==> config.mk <==
export PLATFORM = sky130hd
export DESIGN_NAME = button_sampler
export DESIGN_NICKNAME = d
export VERILOG_FILES = /design/src/rtl/btn_pkg.sv /design/src/rtl/btn_rst_sync.sv /design/src/rtl/btn_sample_timer.sv /design/src/rtl/btn_level_sampler.sv /design/src/rtl/button_sampler.sv
export SDC_FILE = /design/constraint.sdc
export NUM_CORES = 1
export LEC_CHECK = 0
export ABC_AREA = 0
export BUFFER_PORTS_ARGS = -buffer_cell sky130_fd_sc_hd__buf_2
export CORE_MARGIN = 2
export CORE_UTILIZATION = 40
export CTS_CLUSTER_DIAMETER = 60
export DETAILED_ROUTE_END_ITERATION = 8
export PLACE_DENSITY = 0.62
export REMOVE_ABC_BUFFERS = 1
export SYNTH_ARGS = -nofsm -noshare
export SYNTH_HDL_FRONTEND = slang
export SYNTH_SLANG_ARGS = --single-unit
==> constraint.sdc <==
create_clock -name clk -period 0.8 [get_ports clk]
set_input_delay 0.16 -clock clk [delete_from_list [all_inputs] [get_ports clk]]
set_output_delay 0.16 -clock clk [all_outputs]
set_load 0.05 [all_outputs]
==> src/rtl/btn_pkg.sv <==
package btn_pkg;

  // 10 ms at 50 MHz
  localparam int unsigned DFLT_SAMPLE_CYCLES = 500_000;
  localparam int unsigned DFLT_SYNC_STAGES   = 2;

  // Width of a counter that must hold 0 .. n-1, never below one bit
  function automatic int unsigned count_width(input int unsigned n);
    int unsigned w;
    w = $clog2(n);
    return (w < 1) ? 1 : w;
  endfunction

endpackage

==> src/rtl/btn_rst_sync.sv <==
module btn_rst_sync (
  input  logic clk,
  input  logic rst_n,
  output logic rst_ni
);

  logic stg1_q, stg1_d;
  logic stg2_q, stg2_d;

  always_comb begin
    stg1_d = 1'b1;
    stg2_d = stg1_q;
  end

  always_ff @(posedge clk or negedge rst_n) begin
    if (!rst_n) begin
      stg1_q <= 1'b0;
      stg2_q <= 1'b0;
    end else begin
      stg1_q <= stg1_d;
      stg2_q <= stg2_d;
    end
  end

  assign rst_ni = stg2_q;

endmodule

==> src/rtl/btn_sample_timer.sv <==
module btn_sample_timer #(
  parameter int unsigned SAMPLE_CYCLES = btn_pkg::DFLT_SAMPLE_CYCLES,
  parameter int unsigned CNT_W         = btn_pkg::count_width(SAMPLE_CYCLES)
) (
  input  logic clk,
  input  logic rst_ni,
  output logic sample_tick
);

  localparam logic [CNT_W-1:0] LAST_CNT = CNT_W'(SAMPLE_CYCLES - 1);

  logic [CNT_W-1:0] cnt_q, cnt_d;
  logic             wrap;

  always_comb begin
    wrap  = (cnt_q == LAST_CNT);
    cnt_d = wrap ? '0 : cnt_q + 1'b1;
  end

  always_ff @(posedge clk or negedge rst_ni) begin
    if (!rst_ni) cnt_q <= '0;
    else         cnt_q <= cnt_d;
  end

  assign sample_tick = wrap;


  cnt_range_chk: assert property (@(posedge clk) disable iff (!rst_ni)
    cnt_q <= LAST_CNT);


  tick_single_chk: assert property (@(posedge clk) disable iff (!rst_ni)
    sample_tick |=> !sample_tick);


  tick_wrap_chk: assert property (@(posedge clk) disable iff (!rst_ni)
    sample_tick |=> (cnt_q == '0));

endmodule

==> src/rtl/btn_level_sampler.sv <==
module btn_level_sampler #(
  parameter int unsigned SYNC_STAGES = btn_pkg::DFLT_SYNC_STAGES
) (
  input  logic clk,
  input  logic rst_ni,
  input  logic raw_i,
  input  logic sample_tick,
  output logic level_o
);

  logic sync_out;

  generate
    if (SYNC_STAGES == 0) begin : g_nosync
      assign sync_out = raw_i;
    end else begin : g_sync
      logic [SYNC_STAGES-1:0] chain_q, chain_d;

      always_comb begin
        chain_d = SYNC_STAGES'({chain_q, raw_i});
      end

      always_ff @(posedge clk or negedge rst_ni) begin
        if (!rst_ni) chain_q <= '0;
        else         chain_q <= chain_d;
      end

      assign sync_out = chain_q[SYNC_STAGES-1];
    end
  endgenerate

  logic level_q, level_d;

  always_comb begin
    level_d = level_q;
    if (sample_tick) level_d = sync_out;
  end

  always_ff @(posedge clk or negedge rst_ni) begin
    if (!rst_ni) level_q <= 1'b0;
    else         level_q <= level_d;
  end

  assign level_o = level_q;


  change_on_tick_chk: assert property (@(posedge clk) disable iff (!rst_ni)
    (level_q != $past(level_q)) |-> $past(sample_tick));


  capture_chk: assert property (@(posedge clk) disable iff (!rst_ni)
    sample_tick |=> (level_q == $past(sync_out)));

endmodule

==> src/rtl/button_sampler.sv <==
module button_sampler #(
  parameter int unsigned SAMPLE_CYCLES = btn_pkg::DFLT_SAMPLE_CYCLES,
  parameter int unsigned SYNC_STAGES   = btn_pkg::DFLT_SYNC_STAGES
) (
  input  logic clk,
  input  logic rst_n,
  input  logic btn_raw,
  output logic btn_level
);

  localparam int unsigned CNT_W = btn_pkg::count_width(SAMPLE_CYCLES);

  logic rst_ni;
  logic sample_tick;

  btn_rst_sync u_rst (
    .clk    (clk),
    .rst_n  (rst_n),
    .rst_ni (rst_ni)
  );

  btn_sample_timer #(
    .SAMPLE_CYCLES (SAMPLE_CYCLES),
    .CNT_W         (CNT_W)
  ) u_timer (
    .clk         (clk),
    .rst_ni      (rst_ni),
    .sample_tick (sample_tick)
  );

  btn_level_sampler #(
    .SYNC_STAGES (SYNC_STAGES)
  ) u_samp (
    .clk         (clk),
    .rst_ni      (rst_ni),
    .raw_i       (btn_raw),
    .sample_tick (sample_tick),
    .level_o     (btn_level)
  );


  reset_low_chk: assert property (@(posedge clk)
    !rst_ni |-> !btn_level);

endmodule

; ---- Word-level counts from Yosys, hierarchy flattened
; Index checks and enable logic that the tools add are counted.
; Widths: inputs -> output; s select.
[totals]
regBits = 24
inputBits = 3
out_inout_bits = 1
wordCells = 8
[op_classes]
add_sub_neg = 1
eq_ne = 1
n_mux = 1
[ops]
columns = op, count
row1 = $add 19x1->19 const B, 1
row2 = $eq 19x19->1 const B, 1
row3 = $mux 19, 1

; ---- Depth between registers and ports, before layout
[depth]
ltp_word = 2
mapped_depth = 5
depth_no_buf = 5

; ---- Cells and area by module
; Synthesis repeated with hierarchy kept, for this count alone.
[hier_totals]
cells_unflattened = 92
area_unflattened_um2 = 1061.0
[by_module_without_submodules]
columns = mod, n_inst, cells_per_inst, area_per_inst_um2, seq_area_each_um2
row1 = btn_sample_timer, 1, 85, 917.1, 475.5
row2 = btn_level_sampler, 1, 4, 90.1, 75.1
row3 = btn_rst_sync, 1, 3, 53.8, 50.0

; ---- Worst setup path before layout
; OpenSTA, ideal clock, no wires.
[synth_timing]
path_type = reg-to-reg
from = register u_timer.cnt_q[2]
to = register u_timer.cnt_q[17]
setup_time_ps = 78
t_arrival_ps = 1617
t_required_ps = 722
slack_ps = -895
stages_incl_launch_ff = 6
n_path_buf = 1
period_less_slack_ps = 1695
path_cell_list = dfrtp_1 > nand3_1 > or3_1 > buf_6 > or4_1 > a21oi_1
[synth_between]
elab_chain_len = 2
[synth_rtl]
columns = element, line
row1 = "start, declared", btn_sample_timer.sv:12  ; logic [CNT_W-1:0] cnt_q, cnt_d;
row2 = "start signal, assigned", btn_sample_timer.sv:22  ; else cnt_q <= cnt_d;
row3 = $add 19x1->19 or $eq 19x19->1 (tied branches), "btn_sample_timer.sv:17, btn_sample_timer.sv:16"
row4 = $mux 19 *, btn_sample_timer.sv:17  ; cnt_d = wrap ? '0 : cnt_q + 1'b1;
row5 = net u_timer.cnt_d[17], btn_sample_timer.sv:12
; The timed path passes the listed nets; every way through them passes the cells marked *.
; A chain may end at the register's enable or synchronous reset.

; ---- Worst setup path after layout
[layout_timing]
from = register u_timer.cnt_q[0]
to = register u_timer.cnt_q[17]
; The elaborated chain is that of the path after synthesis.

==> summary.md <==
| Metric | Value |
|---|---|
| Post-Place Cells | `153` |
| Hold Vio Cnt, Final | `0` |
| Peak fanout along the critical path | `4` |
| Setup Crit Path Kind | `reg2reg` |
| WL/cell | `15.8 µm` |
| Worst path cell trace | `nand2_2, or3_4, or4_1, a21oi_1` |
| Maximum clock rate | `0.626 GHz` |
| Max stage delay cell, worst path | `or4_1` |
| Synth Area in XOR/XNOR | `10.9%` |
| CTS Buf Count | `3` |
| Via count | `893` |
| Top-count cell post-synth | `dfrtp_1` |
| Initial Util | `42.1%` |
| P&R area growth vs syn | `57.8%` |
| Compound-Gate Fraction of Synth Area | `4.32%` |
| Main synth FF type | `dfrtp_1` |
| Die Y | `55.1 µm` |
| Tot GR Track Use | `19.1%` |
| Synth top area share | `57.6%` |
| Layout cells sized above 1 | `52.9%` |
| Routed vias/inst | `5.32` |
| DP Wirelength | `1510 µm` |
| Switch Pwr | `0.380 mW` |
| Tot Pwr | `1.90 mW` |
| YS warnings | `0` |
| Comb power frac | `2.4%` |
| CTS Sinks | `24` |
| Min-delay worst type | `in2async` |
| Die area | `3030 µm²` |
| Max-cap violation count | `0` |
| Post-synth EDFFs | `0` |
| Total Wirelength | `2650 µm` |
| Final min period | `1600 ps` |
| Cell area after layout | `1650 µm²` |
| Clk buf depth | `2` |
| Post-Syn Instances | `96` |
| Setup WS post-layout | `-797 ps` |
| Clk_skew | `4.87 ps` |
| Core Area | `2480 µm²` |
| Failing checks | `setup timing` |
| H-tree depth | `1` |
| Diode count | `0` |
| Remaining antenna violation count after routing | `0` |
| Rows | `18` |
| # DRC | `0` |
| Clock share of power | `33.0%` |
| Status | `finished, violations left` |
| Peak supply drop | `0.00100 V` |
| NumNets Final | `143` |
| Synth Register Bits | `24` |
| Final Slew Violations | `0` |
| GPL Wtd Cong | `0.792` |
| Synth area leader | `dfrtp_1` |
| Placed Area | `1290 µm²` |
| DRT iter0 DRCs | `26` |
| Most frequent cells after synthesis | `24 x dfrtp_1, 11 x nor2_1, 7 x nand3_1, 7 x xnor2_1, 6 x xor2_1` |
| Switching share of power | `20.0%` |
| Die W | `55.1 µm` |
| Ys async rst share | `100%` |
| Synth Area in Simple Gates | `21.7%` |
| Mux cell area share after synthesis | `1.08%` |
| Overflow after GRT | `0` |
| Seq/Total Area, Yosys | `57.6%` |
| Clk slew on worst S/H paths | `130 ps` |
| CP max stage delay | `510 ps` |
| Sequential Power Share | `64.6%` |
| Unrepaired setup endpoints after global routing | `true` |
| Area contributors post-synth | `dfrtp_1 58%, xnor2_1 5.9%, xor2_1 5.0%` |
| Final period util | `200%` |
| Yosys cell types | `28` |
| Main combinational cell family by area after synthesis | `simple AND/OR/NAND/NOR gates` |
| Synth Area in Adders | `1.20%` |
| Int Pwr | `1.52 mW` |
| Worst Path Required | `1040 ps` |
| CP Capture Type | `register` |
| Worst-skew pair later-pin latency | `310 ps` |
| Global-route wire length before repair | `4100 µm` |
| Port bufs | `3` |
| Vias in the first global route | `995` |
| Finish-stage setup viols | `21` |
| Ports | `4` |
| CTS tree | `done` |
| Post-Synthesis Cell Area | `1040 µm²` |
| Avg Inst Size Synth | `10.9 µm²` |
| Largest net degree at the start of global routing | `23` |
| Critical path arrival | `1840 ps` |
| Root buf cell | `clkbuf_4` |
| Leak | `0.793 nW` |
| CP Launch Type | `register` |
| Initial antenna violation count | `0` |
| Detailed Routing Iterations Pass 1 | `4` |
| Pwr/cell area | `1150 nW/µm²` |
| Finished Layout Cells | `168` |
critical path, delay by kind of cell (launching register included):
kind / cells / cell delay, ps
AO/OA/AOI/OAI: 1 / 150
AND/OR/NAND/NOR: 3 / 950
flip-flops: 1 / 440
power groups by stage:
stage	registers (mW)	clock network (mW)	logic, mW
2_1_floorplan	1.26	0	0.000445
3_5_place_dp	1.25	0	0.0385
5_1_grt	1.23	0.671	0.0508
4_1_cts	1.23	0.645	0.0460
6_report	1.23	0.627	0.0450
3_3_place_gp	1.25	0	0.0369
routing by layer:
layer / track usage [%] / vias to the layer above / routed length, µm
li1: - / 417 / -
met4: 8.94 / 0 / 41
met5: 0 / - / 0
met2: 35.3 / 16 / 1470
met3: 2.15 / 8 / 49
met1: 21.6 / 452 / 1090
layout make-up:
| type | count | area (µm²) |
|---|---|---|
| timing repair buffer | 40 | 354 |
| multi-input combinational | 66 | 603 |
| inverter | 4 | 15.0 |
| tap | 30 | 37.5 |
| sequential | 24 | 601 |
| clock buffer | 4 | 36.3 |
| fill | 184 | 831 |
sequential cells by signal, summed over array words and instances, names as in the netlist:
name / count
u_rst.rst_ni: 1
u_samp.g_sync.chain_q: 2
u_rst.stg1_q: 1
u_timer.cnt_q: 19
u_samp.level_o: 1
cells in the final DEF, fill, tap and decap left out, drive strengths merged:
master / n
clkbuf: 4
ha: 1
xnor2: 7
nand2: 4
conb: 1
a21oi: 4
mux2: 1
a21o: 1
o21ai: 2
xor2: 6
and4: 1
o31ai: 1
nor2b: 1
nor3: 2
dfrtp: 24
nor4: 4
and4b: 1
nand3: 7
buf: 38
or2: 1
nand4: 5
or3: 3
nor2: 11
or4: 1
and3: 1
inv: 4
dlygate4sd3: 2
timing repair:
action,CTS,global route
hold buffers,2,0
endpoints found under the hold margin,3,0
setup endpoints to repair,21,21
buffers inserted,6,5
cloned,1,0
resized for setup,42,15
pin swaps,16,11
path summary, 6_finish.rpt:
check                                                   start                                  to  slack [ps]  cells after the start
max                                u_timer.cnt_q[0]$_DFF_PN0_         u_timer.cnt_q[17]$_DFF_PN0_        -800                      4
min                                                     rst_n              u_rst.stg1_q$_DFF_PN0_         150                      2
max reg2reg                        u_timer.cnt_q[0]$_DFF_PN0_         u_timer.cnt_q[17]$_DFF_PN0_        -800                      4
min reg2reg                            u_rst.rst_ni$_DFF_PN0_  u_samp.g_sync.chain_q[0]$_DFF_PN0_         210                      1
max in group asynchronous              u_rst.rst_ni$_DFF_PN0_          u_timer.cnt_q[9]$_DFF_PN0_         460                      1
min in group clk           u_samp.g_sync.chain_q[0]$_DFF_PN0_  u_samp.g_sync.chain_q[1]$_DFF_PN0_         380                      0
through the flow:
step	hold slack [ps]	setup TNS [ps]	utilization, %	setup slack (ps)
after global placement	-55.5	-12320	52.0	-782
after detailed placement	-48.9	-12930	52.0	-836
after CTS	138	-11930	62.4	-766
after floorplan	-136	-11450	-	-935
final	153	-12520	66.5	-797
after global routing	138	-13890	66.5	-891
cells by family after synthesis:
kind of cell,after synthesis
simple gates,42
flops,24
xor+xnor,13
compound gates,8
buf+inv,6
fa+ha+maj,1
other cells,1
mux,1
(Power assumes the default switching activity.)
